File: config.mk
export PLATFORM = sky130hd
export DESIGN_NAME = spiMasterCtl
export DESIGN_NICKNAME = d
export VERILOG_FILES = /design/src/rtl/spim_pkg.sv /design/src/rtl/spim_datapath.sv /design/src/rtl/spim_ctrl.sv /design/src/rtl/spiMasterCtl.sv
export SDC_FILE = /design/constraint.sdc
export NUM_CORES = 1
export LEC_CHECK = 0
export CAP_MARGIN = 10
export CORE_ASPECT_RATIO = 1.1
export CORE_MARGIN = 5
export CORE_UTILIZATION = 51
export CTS_CLUSTER_DIAMETER = 150
export DETAILED_ROUTE_END_ITERATION = 16
export PLACE_DENSITY = 0.82
export REMOVE_ABC_BUFFERS = 1
export SYNTH_ARGS = -nofsm -noshare
export SYNTH_HDL_FRONTEND = slang
export SYNTH_SLANG_ARGS = --single-unit
File: constraint.sdc
create_clock -name clk -period 3.05 [get_ports clk]
set_clock_uncertainty 0.05 [all_clocks]
set_input_delay 0.61 -clock clk [delete_from_list [all_inputs] [get_ports clk]]
set_output_delay 0.61 -clock clk [all_outputs]
set_load 0.05 [all_outputs]
File: src/rtl/spim_pkg.sv
package spim_pkg;
  localparam int ADDR_W = 5;
  typedef logic [ADDR_W-1:0] regAddr_t;

  localparam regAddr_t OFF_CTRL  = 5'h00;
  localparam regAddr_t OFF_CFG   = 5'h04;
  localparam regAddr_t OFF_TX    = 5'h08;
  localparam regAddr_t OFF_RX    = 5'h0C;
  localparam regAddr_t OFF_CAUSE = 5'h10;
  localparam regAddr_t OFF_TIME  = 5'h18;

  // field positions
  localparam int CTRL_CS_EN  = 0;
  localparam int CTRL_SEL_LO = 2;
  localparam int CTRL_BUSY   = 8;
  localparam int CFG_WIDE    = 5;
  localparam int CFG_CPOL    = 11;
  localparam int CFG_CPHA    = 12;
  localparam int CFG_TXLSB   = 13;
  localparam int CFG_RXLSB   = 14;
  localparam int TIM_DLY_LO  = 6;

  typedef enum logic [1:0] {ST_IDLE, ST_SHIFT, ST_DRAIN} xferState_t;

  // strobes from control to datapath
  typedef struct packed {
    logic load;
    logic shiftTx;
    logic captureRx;
    logic latchRx;
  } dpStrobe_t;
endpackage

File: src/rtl/spim_datapath.sv
module spim_datapath import spim_pkg::*; #(
  parameter int WORD_MAX = 16
) (
  input  logic                clk,
  input  logic                rstN,
  input  dpStrobe_t           dpStb,
  input  logic [WORD_MAX-1:0] txWord,
  input  logic                wide,
  input  logic                txLsb,
  input  logic                rxLsb,
  input  logic                miso,
  output logic                mosi,
  output logic [WORD_MAX-1:0] rxWord
);
  localparam int NARROW = WORD_MAX / 2;

  logic [WORD_MAX-1:0] txShift;
  logic [WORD_MAX-1:0] rxShift;
  logic [WORD_MAX-1:0] rxNext;
  logic [WORD_MAX-1:0] rxHold;

  // next receive value for the chosen order and width
  always_comb begin
    rxNext = '0;
    if (!rxLsb) begin
      rxNext = {rxShift[WORD_MAX-2:0], miso};
    end else if (wide) begin
      rxNext = {miso, rxShift[WORD_MAX-1:1]};
    end else begin
      rxNext[NARROW-1:0] = {miso, rxShift[NARROW-1:1]};
    end
  end

  always_ff @(posedge clk) begin
    if (!rstN) begin
      txShift <= '0;
      rxShift <= '0;
      rxHold  <= '0;
    end else begin
      if (dpStb.load) begin
        txShift <= txWord;
        rxShift <= '0;
      end else begin
        if (dpStb.shiftTx) begin
          txShift <= txLsb ? (txShift >> 1) : (txShift << 1);
        end
        if (dpStb.captureRx) begin
          rxShift <= rxNext;
        end
      end
      if (dpStb.latchRx) begin
        rxHold <= wide ? rxShift : {{(WORD_MAX-NARROW){1'b0}}, rxShift[NARROW-1:0]};
      end
    end
  end

  assign mosi   = txLsb ? txShift[0] : (wide ? txShift[WORD_MAX-1] : txShift[NARROW-1]);
  assign rxWord = rxHold;
endmodule

File: src/rtl/spim_ctrl.sv
module spim_ctrl import spim_pkg::*; #(
  parameter int DATA_W   = 32,
  parameter int CS_NUM   = 8,
  parameter int WORD_MAX = 16
) (
  input  logic                clk,
  input  logic                rstN,
  input  logic                regWrEn,
  input  regAddr_t            regAddr,
  input  logic [DATA_W-1:0]   regWdata,
  output logic [DATA_W-1:0]   regRdata,
  input  logic                sckTick,
  input  logic [WORD_MAX-1:0] rxWord,
  output dpStrobe_t           dpStb,
  output logic                cfgWide,
  output logic                cfgTxLsb,
  output logic                cfgRxLsb,
  output logic                cfgCpol,
  output logic                busy,
  output logic                causeDone,
  output logic                txWrite,
  output logic                sckOut,
  output logic [CS_NUM-1:0]   csN
);
  localparam int CS_SEL_W = $clog2(CS_NUM);
  localparam int EDGE_W   = $clog2(2 * WORD_MAX);
  localparam int NARROW   = WORD_MAX / 2;
  localparam logic [EDGE_W-1:0] LAST_WIDE   = EDGE_W'(2 * WORD_MAX - 1);
  localparam logic [EDGE_W-1:0] LAST_NARROW = EDGE_W'(2 * NARROW - 1);

  logic                csEn;
  logic [CS_SEL_W-1:0] csSel;
  logic                cfgCpha;
  logic [1:0]          smpDly;
  xferState_t          state;
  logic [EDGE_W-1:0]   edgeCnt;
  logic [2:0]          smpPipe;
  logic                sckQ;

  logic wrCtrl, wrCfg, wrCause, wrTime, start;
  logic edgeNow, sampleNow, shiftNow, capNow, lastEdge, finish, isOdd;
  logic unusedWdata;

  assign unusedWdata = ^regWdata;

  assign wrCtrl  = regWrEn && (regAddr == OFF_CTRL);
  assign wrCfg   = regWrEn && (regAddr == OFF_CFG);
  assign wrCause = regWrEn && (regAddr == OFF_CAUSE);
  assign wrTime  = regWrEn && (regAddr == OFF_TIME);
  assign txWrite = regWrEn && (regAddr == OFF_TX);
  assign start   = txWrite && (state == ST_IDLE);
  assign busy    = (state != ST_IDLE);

  // software-visible fields
  always_ff @(posedge clk) begin
    if (!rstN) begin
      csEn     <= 1'b0;
      csSel    <= '0;
      cfgWide  <= 1'b0;
      cfgCpol  <= 1'b0;
      cfgCpha  <= 1'b0;
      cfgTxLsb <= 1'b0;
      cfgRxLsb <= 1'b0;
      smpDly   <= 2'd1;
    end else begin
      if (wrCtrl) begin
        csEn  <= regWdata[CTRL_CS_EN];
        csSel <= regWdata[CTRL_SEL_LO +: CS_SEL_W];
      end
      if (wrCfg) begin
        cfgWide  <= regWdata[CFG_WIDE];
        cfgCpol  <= regWdata[CFG_CPOL];
        cfgCpha  <= regWdata[CFG_CPHA];
        cfgTxLsb <= regWdata[CFG_TXLSB];
        cfgRxLsb <= regWdata[CFG_RXLSB];
      end
      if (wrTime) begin
        smpDly <= regWdata[TIM_DLY_LO +: 2];
      end
    end
  end

  // edge classification for the running word
  always_comb begin
    isOdd     = edgeCnt[0];
    lastEdge  = (edgeCnt == (cfgWide ? LAST_WIDE : LAST_NARROW));
    edgeNow   = (state == ST_SHIFT) && sckTick;
    sampleNow = edgeNow && (cfgCpha ? isOdd : !isOdd);
    shiftNow  = edgeNow && (cfgCpha ? (!isOdd && (edgeCnt != '0)) : isOdd);
    unique case (smpDly)
      2'd0:    capNow = sampleNow;
      2'd1:    capNow = smpPipe[0];
      2'd2:    capNow = smpPipe[1];
      default: capNow = smpPipe[2];
    endcase
    finish = (state == ST_DRAIN) && (smpPipe == '0);
  end

  always_ff @(posedge clk) begin
    if (!rstN) begin
      state     <= ST_IDLE;
      edgeCnt   <= '0;
      smpPipe   <= '0;
      sckQ      <= 1'b0;
      causeDone <= 1'b0;
    end else begin
      smpPipe <= {smpPipe[1:0], sampleNow};
      unique case (state)
        ST_IDLE: begin
          sckQ <= cfgCpol;
          if (start) begin
            state   <= ST_SHIFT;
            edgeCnt <= '0;
          end
        end
        ST_SHIFT: begin
          if (sckTick) begin
            sckQ    <= ~sckQ;
            edgeCnt <= edgeCnt + 1'b1;
            if (lastEdge) state <= ST_DRAIN;
          end
        end
        default: begin
          if (smpPipe == '0) state <= ST_IDLE;
        end
      endcase
      if (finish) causeDone <= 1'b1;
      else if (wrCause) causeDone <= 1'b0;
    end
  end

  always_comb begin
    dpStb.load      = start;
    dpStb.shiftTx   = shiftNow;
    dpStb.captureRx = capNow;
    dpStb.latchRx   = finish;
  end

  assign sckOut = sckQ;

  // read mux
  always_comb begin
    regRdata = '0;
    unique case (regAddr)
      OFF_CTRL: begin
        regRdata[CTRL_CS_EN]               = csEn;
        regRdata[CTRL_SEL_LO +: CS_SEL_W]  = csSel;
        regRdata[CTRL_BUSY]                = busy;
      end
      OFF_CFG: begin
        regRdata[CFG_WIDE]  = cfgWide;
        regRdata[CFG_CPOL]  = cfgCpol;
        regRdata[CFG_CPHA]  = cfgCpha;
        regRdata[CFG_TXLSB] = cfgTxLsb;
        regRdata[CFG_RXLSB] = cfgRxLsb;
      end
      OFF_RX:    regRdata[WORD_MAX-1:0]       = rxWord;
      OFF_CAUSE: regRdata[0]                  = causeDone;
      OFF_TIME:  regRdata[TIM_DLY_LO +: 2]    = smpDly;
      default:   regRdata = '0;
    endcase
  end

  for (genvar g = 0; g < CS_NUM; g++) begin : gCs
    assign csN[g] = !(csEn && (csSel == CS_SEL_W'(g)));
  end
endmodule

File: src/rtl/spiMasterCtl.sv
module spiMasterCtl import spim_pkg::*; #(
  parameter int DATA_W   = 32,
  parameter int CS_NUM   = 8,
  parameter int WORD_MAX = 16
) (
  input  logic              clk,
  input  logic              rstN,
  input  logic              regWrEn,
  input  logic [4:0]        regAddr,
  input  logic [DATA_W-1:0] regWdata,
  output logic [DATA_W-1:0] regRdata,
  input  logic              sckTick,
  output logic              spiSck,
  output logic              spiMosi,
  input  logic              spiMiso,
  output logic [CS_NUM-1:0] spiCsN
);
  dpStrobe_t           dpStb;
  logic [WORD_MAX-1:0] rxWord;
  logic cfgWide, cfgTxLsb, cfgRxLsb, cfgCpol;
  logic busy, causeDone, txWrite;

  spim_ctrl #(.DATA_W(DATA_W), .CS_NUM(CS_NUM), .WORD_MAX(WORD_MAX)) ctrl_i (
    .clk(clk), .rstN(rstN), .regWrEn(regWrEn), .regAddr(regAddr),
    .regWdata(regWdata), .regRdata(regRdata), .sckTick(sckTick),
    .rxWord(rxWord), .dpStb(dpStb), .cfgWide(cfgWide), .cfgTxLsb(cfgTxLsb),
    .cfgRxLsb(cfgRxLsb), .cfgCpol(cfgCpol), .busy(busy),
    .causeDone(causeDone), .txWrite(txWrite), .sckOut(spiSck), .csN(spiCsN)
  );

  spim_datapath #(.WORD_MAX(WORD_MAX)) dp_i (
    .clk(clk), .rstN(rstN), .dpStb(dpStb), .txWord(regWdata[WORD_MAX-1:0]),
    .wide(cfgWide), .txLsb(cfgTxLsb), .rxLsb(cfgRxLsb), .miso(spiMiso),
    .mosi(spiMosi), .rxWord(rxWord)
  );
endmodule

Word-level counts from Yosys, hierarchy flattened
Cells that the tools add are included.

operators by class
  $add $sub $neg = 1
  equal/unequal tests = 20
  multiplexer cells = 34
  bitwise operators = 2
  reductions and logical operators = 43

operator list
  operator               count
  $mux W16               5
  $logic_and A1 B1 Y1    19
  $mux W8                2
  $mux W5                3
  $eq A3 B3 Y1 const B   4
  $eq A5 B4 Y1 const B   2
  $eq A5 B5 Y1 const B   2
  $mux W2                5
  $pmux W5 S2            1
  $logic_not A1 Y1       9
  $mux W1                9
  $pmux W2 S2            2
  $pmux W4 S2            1
  $reduce_bool A2 Y1     4
  $eq A3 B2 Y1 const B   2
  $logic_not A3 Y1       2
  $pmux W1 S2            3
  $pmux W1 S3            2
  $pmux W3 S2            1
  $add A5 B1 Y5 const B  1
  $eq A5 B3 Y1 const B   1
  $eq A5 B5 Y1           1
  $logic_not A5 Y1       1
  $reduce_bool A5 Y1     1
  other kinds (12)       17

word-level totals
  flip-flop bits (word level) = 71
  input port bits = 42
  output and inout port bits = 42
  logic and storage cells = 116

Logic depth before layout (Yosys ltp)
Gate-level depths: netlist (run 1).

  word-level depth = 6
  depth in mapped cells = 8

Cells and area by module
Synthesis (run 1) repeated with hierarchy kept, for this count alone.

second synthesis, totals
  cell total of the unflattened synthesis = 440
  area, all modules = 3,866.2 um2

by module, submodules not included
  module         instances  cells each  area an instance (um2)  sequential area each (um2)
  spim_datapath  1          239         2,253.4                 960.9
  spim_ctrl      1          201         1,612.8                 460.4

Worst setup path before layout (run 1)
Ideal clock, no wire load.

  path kind = input port to output port
  from = input port regAddr[0]
  to = output port regRdata[6]
  data arrival time = 2.157 ns
  required time = 2.390 ns
  setup slack = 0.233 ns
  cell stages on the path = 5
  path buffers = 2
  path through = or3b_1 > clkbuf_1 > clkbuf_1 > nor3b_1 > a22o_1

on the way
  cells in the longest elaborated chain, start to end = 2
  elaborated cells on any way between the ends = 3
  classes of those cells = eq/ne: 2; mux: 1

RTL lines
  element                                       line                RTL
  from (decl)                                   spiMasterCtl.sv:9   input logic [4:0] regAddr,
  $eq A5 B5 Y1 or $eq A5 B4 Y1 (tied branches)  spim_ctrl.sv:144    unique case (regAddr)
  $pmux W2 S2 (*)                               spim_ctrl.sv:144
  to (decl)                                     spiMasterCtl.sv:11  output logic [DATA_W-1:0] regRdata,

Every way passes the cells marked *; elsewhere a longest branch is shown, timed or not.

Final worst setup path (run 1)
  from = input port regAddr[3]
  to = output port regRdata[7]

Same word-level chain as after synthesis.

==> reports/qor.yml, run 1 <==
r2r_start: "ctrl_i.edgeCnt[0]"
setup_violations: 0
place.port_buffers: 51
yosys-top-cells-area: "dfxtp_1, mux2i_1, a21oi_1, nand3_1, nand2_1"
grt_pass1_wl_mm: 16.9
die_w_um: 93.1
rows: 33
cts.reportedPaths.clkPinSlew_ns: 0.08
async_flop_share_pct: 0
syn_avg_cell_area_um2: 7.93
first_pass_iters: 5
die_area_um2: 9450
worstSetupStartpointType: "input port"
p_leak_nw: 1.74
maxSlewViolCount: 0
ys_seq_area_share_pct: 36.7
vias: 3712
cts_hold_buf: 0
cts_buffer_depth: 2
hold_class: "flip-flop to flip-flop"
final_util_pct: 64.8
first_global_vias: 3554
holdPathStages: 2
critPathMaxFanout: 6
ys_seq_elements: 71
syn_inst: 489
outcome: "finished clean"
fin_tns_setup_ns: 0
io_pins: 84
rsz0062_at_grt: "false"
cts_resized: 0
min_to: "dp_i.rxWord[6]"
drive_above_1_share_pct: 10.8
dpl.hpwl_mm: 7.19
nets: 574
post-route-period-util_pct: 95.3
cp-end-kind: "output port"
worst_pin_slew_ns: 0.694
period_needed_ns: 2.91
track_usage_pct: 22.2
die_height_um: 101
clock_latency_ns: 0.35
relSlewSlack_pct: 53.6
ys.flop_type: "dfxtp_1"
grt_max_degree: 32
post_drt_wl_per_cell_um: 16.6
yosysTopAreaCellShare_pct: 36.7
cts_made_buffers: 9
syn_area_um2: 3880
hold_start: "dp_i.rxWord[6]"
htree_levels: 3
maxCapViolCount: 0
overflow: 0
ir_drop_mv: 0.295
hold_viol: 0
drc: 0
gp_congestion: 0.881
path_class: "input port to output port"
synth_top_cell_by_area: "dfxtp_1"
clock-root-buffer: "clkbuf_8"
drt_iter0_markers: 289
synth_edf_count: 0
antenna_found_initial: 0
reg2reg_depth: 6
fmax_mhz: 344
num_antenna_cells: 0
syn2layout_area_growth_pct: 24.2
cts_tree: "yes"
postRouteAntennaNets: 0
nFillCells: 612
coreArea_um2: 7430
clock-sinks: 71
synth_warnings: 0
cp_data_arrival_time_ns: 2.25
power_density_nw_per_um2: 404
initial_core_util_pct: 52.2
timing.rr.end: "dp_i.txShift[1]"
cts_setup_buffers: 0
routed_wl_mm: 10.3
required_ns: 2.39
r2r_slack_ns: 0.82
viasPerCell: 5.97
yosysUniqueCellTypes: 48
-- power by group --
part	switching (mW)	internal, mW
clock network	0.375	0.461
registers	0.00707	0.932
logic	0.112	0.0566
-- cell type report --
cell class,count,area [um^2],area share [%]
clock inverter,7,97.6,2.03
timing repair buffer,73,848,17.6
sequential,71,1420,29.5
inverter,5,18.8,0.390
tap,87,109,2.26
multi-input combinational,370,2200,45.6
clock buffer,9,124,2.57
-- cell families (layout without fill, tap and decap cells) --
family / after synthesis / count (layout) / share of synthesized area, %
AND/OR/NAND/NOR: 173 / 173 / 22.9
AO/OA/AOI/OAI: 151 / 151 / 24.5
flip-flops: 71 / 71 / 36.7
buffers and inverters: 63 / 94 / 8.10
multiplexers: 25 / 25 / 6.46
XOR/XNOR: 3 / 3 / 0.678
adder cells (fa/ha/maj): 2 / 2 / 0.645
other: 1 / 16 / 0.0967
-- Yosys cell counts, types with 2 or more instances --
master     n
a211o_1   16
a211oi_1  15
a21oi_1   49
a22o_1    10
a31oi_1    8
and2_1    10
and3_1     3
buf_1      2
buf_2      2
buf_4     16
buf_6      2
clkbuf_1  36
dfxtp_1   71
ha_1       2
inv_1      5
mux2i_1   25
nand2_1   53
nand2b_1   3
nand3_1   46
nand4_1    2
nand4b_1   2
nor2_1    10
nor2b_1   12
nor3_1    17
nor3b_1    2
nor4b_1    2
o21a_1     2
o21ai_0   35
o21ai_1    6
o22ai_1    2
o311ai_1   2
o31ai_1    2
or3_1      2
xor2_1     3
-- registers in the layout, summed over array words and instances, names as in the netlist, 2 cells and up --
register        count
dp_i.rxShift       16
dp_i.rxWord        16
dp_i.txShift       16
ctrl_i.edgeCnt      5
ctrl_i.csSel        3
ctrl_i.smpPipe      3
ctrl_i.smpDly       2
ctrl_i.state        2
-- stage by stage --
step                setup WS, ns  power, mW  hold WS, ns  cell area [um^2]  std cells
floorplan                  0.363       1.04        0.382              3640        446
global placement           0.170       1.12        0.390              4590        606
detailed placement         0.169       1.13        0.396              4590        606
CTS                        0.155       1.95        0.409              4820        622
global route              0.0282       2.01        0.424              4820        622
finish                     0.144       1.94        0.406              4820        622
-- cell usage in the layout (no fill, tap or decap), types with 3 or more instances in the layout --
| cell | synthesis | final |
|---|---|---|
| nor2b_1 | 12 | 12 |
| a22o_1 | 10 | 10 |
| mux2i_1 | 25 | 25 |
| conb_1 | 1 | 16 |
| o21ai_0 | 35 | 35 |
| buf_4 | 16 | 21 |
| clkdlybuf4s50_1 | 0 | 35 |
| inv_1 | 5 | 5 |
| a211o_1 | 16 | 16 |
| dfxtp_1 | 71 | 71 |
| nor2_1 | 10 | 10 |
| a31oi_1 | 8 | 8 |
| buf_12 | 0 | 17 |
| nand3_1 | 46 | 46 |
| and3_1 | 3 | 3 |
| a211oi_1 | 15 | 15 |
| clkbuf_8 | 0 | 9 |
| nor3_1 | 17 | 17 |
| nand2b_1 | 3 | 3 |
| and2_1 | 10 | 10 |
| a21oi_1 | 49 | 49 |
| o21ai_1 | 6 | 6 |
| xor2_1 | 3 | 3 |
| nand2_1 | 53 | 53 |
-- worst max path at each step --
stage / start / endpoint / cells after the start
CTS: regAddr[3] / regRdata[7] / 6
detailed placement: regAddr[3] / regRdata[7] / 6
floorplan: regAddr[0] / regRdata[6] / 3
global route: regAddr[3] / regRdata[6] / 6
global placement: regAddr[3] / regRdata[6] / 6
finish: regAddr[3] / regRdata[7] / 6
-- routing by layer --
layer | vias up | part of all wire, % | wire length [um] | track usage [%]
li1 | 1821 | - | - | -
met5 | - | 0 | 0 | 0
met1 | 1746 | 43 | 4470 | 27.7
met2 | 125 | 49 | 5060 | 38.2
met3 | 20 | 5.5 | 566 | 3.49
met4 | 0 | 2.5 | 257 | 9.58
-- critical path, stage by stage --
cell and delay [ns]:
clkdlybuf4s50_1 0.54, or3b_1 0.38, nor3b_1 0.19, buf_4 0.16, a22o_1 0.21, buf_12 0.16
Note: power is estimated with default switching activity, not from simulation.
==> inputs of run 2 (changes only) <==
- ABC_AREA: unset -> 0
==> results of run 2 <==
No change in the layout: final DEF, timing and power equal those of run 1.
==> inputs of run 3 (changes only) <==
- CTS_BUF_LIST: unset -> sky130_fd_sc_hd__clkbuf_8 sky130_fd_sc_hd__clkbuf_16
- SLEW_MARGIN: unset -> 30
==> results of run 3 <==
No change in the layout: final DEF, timing and power equal those of run 1.
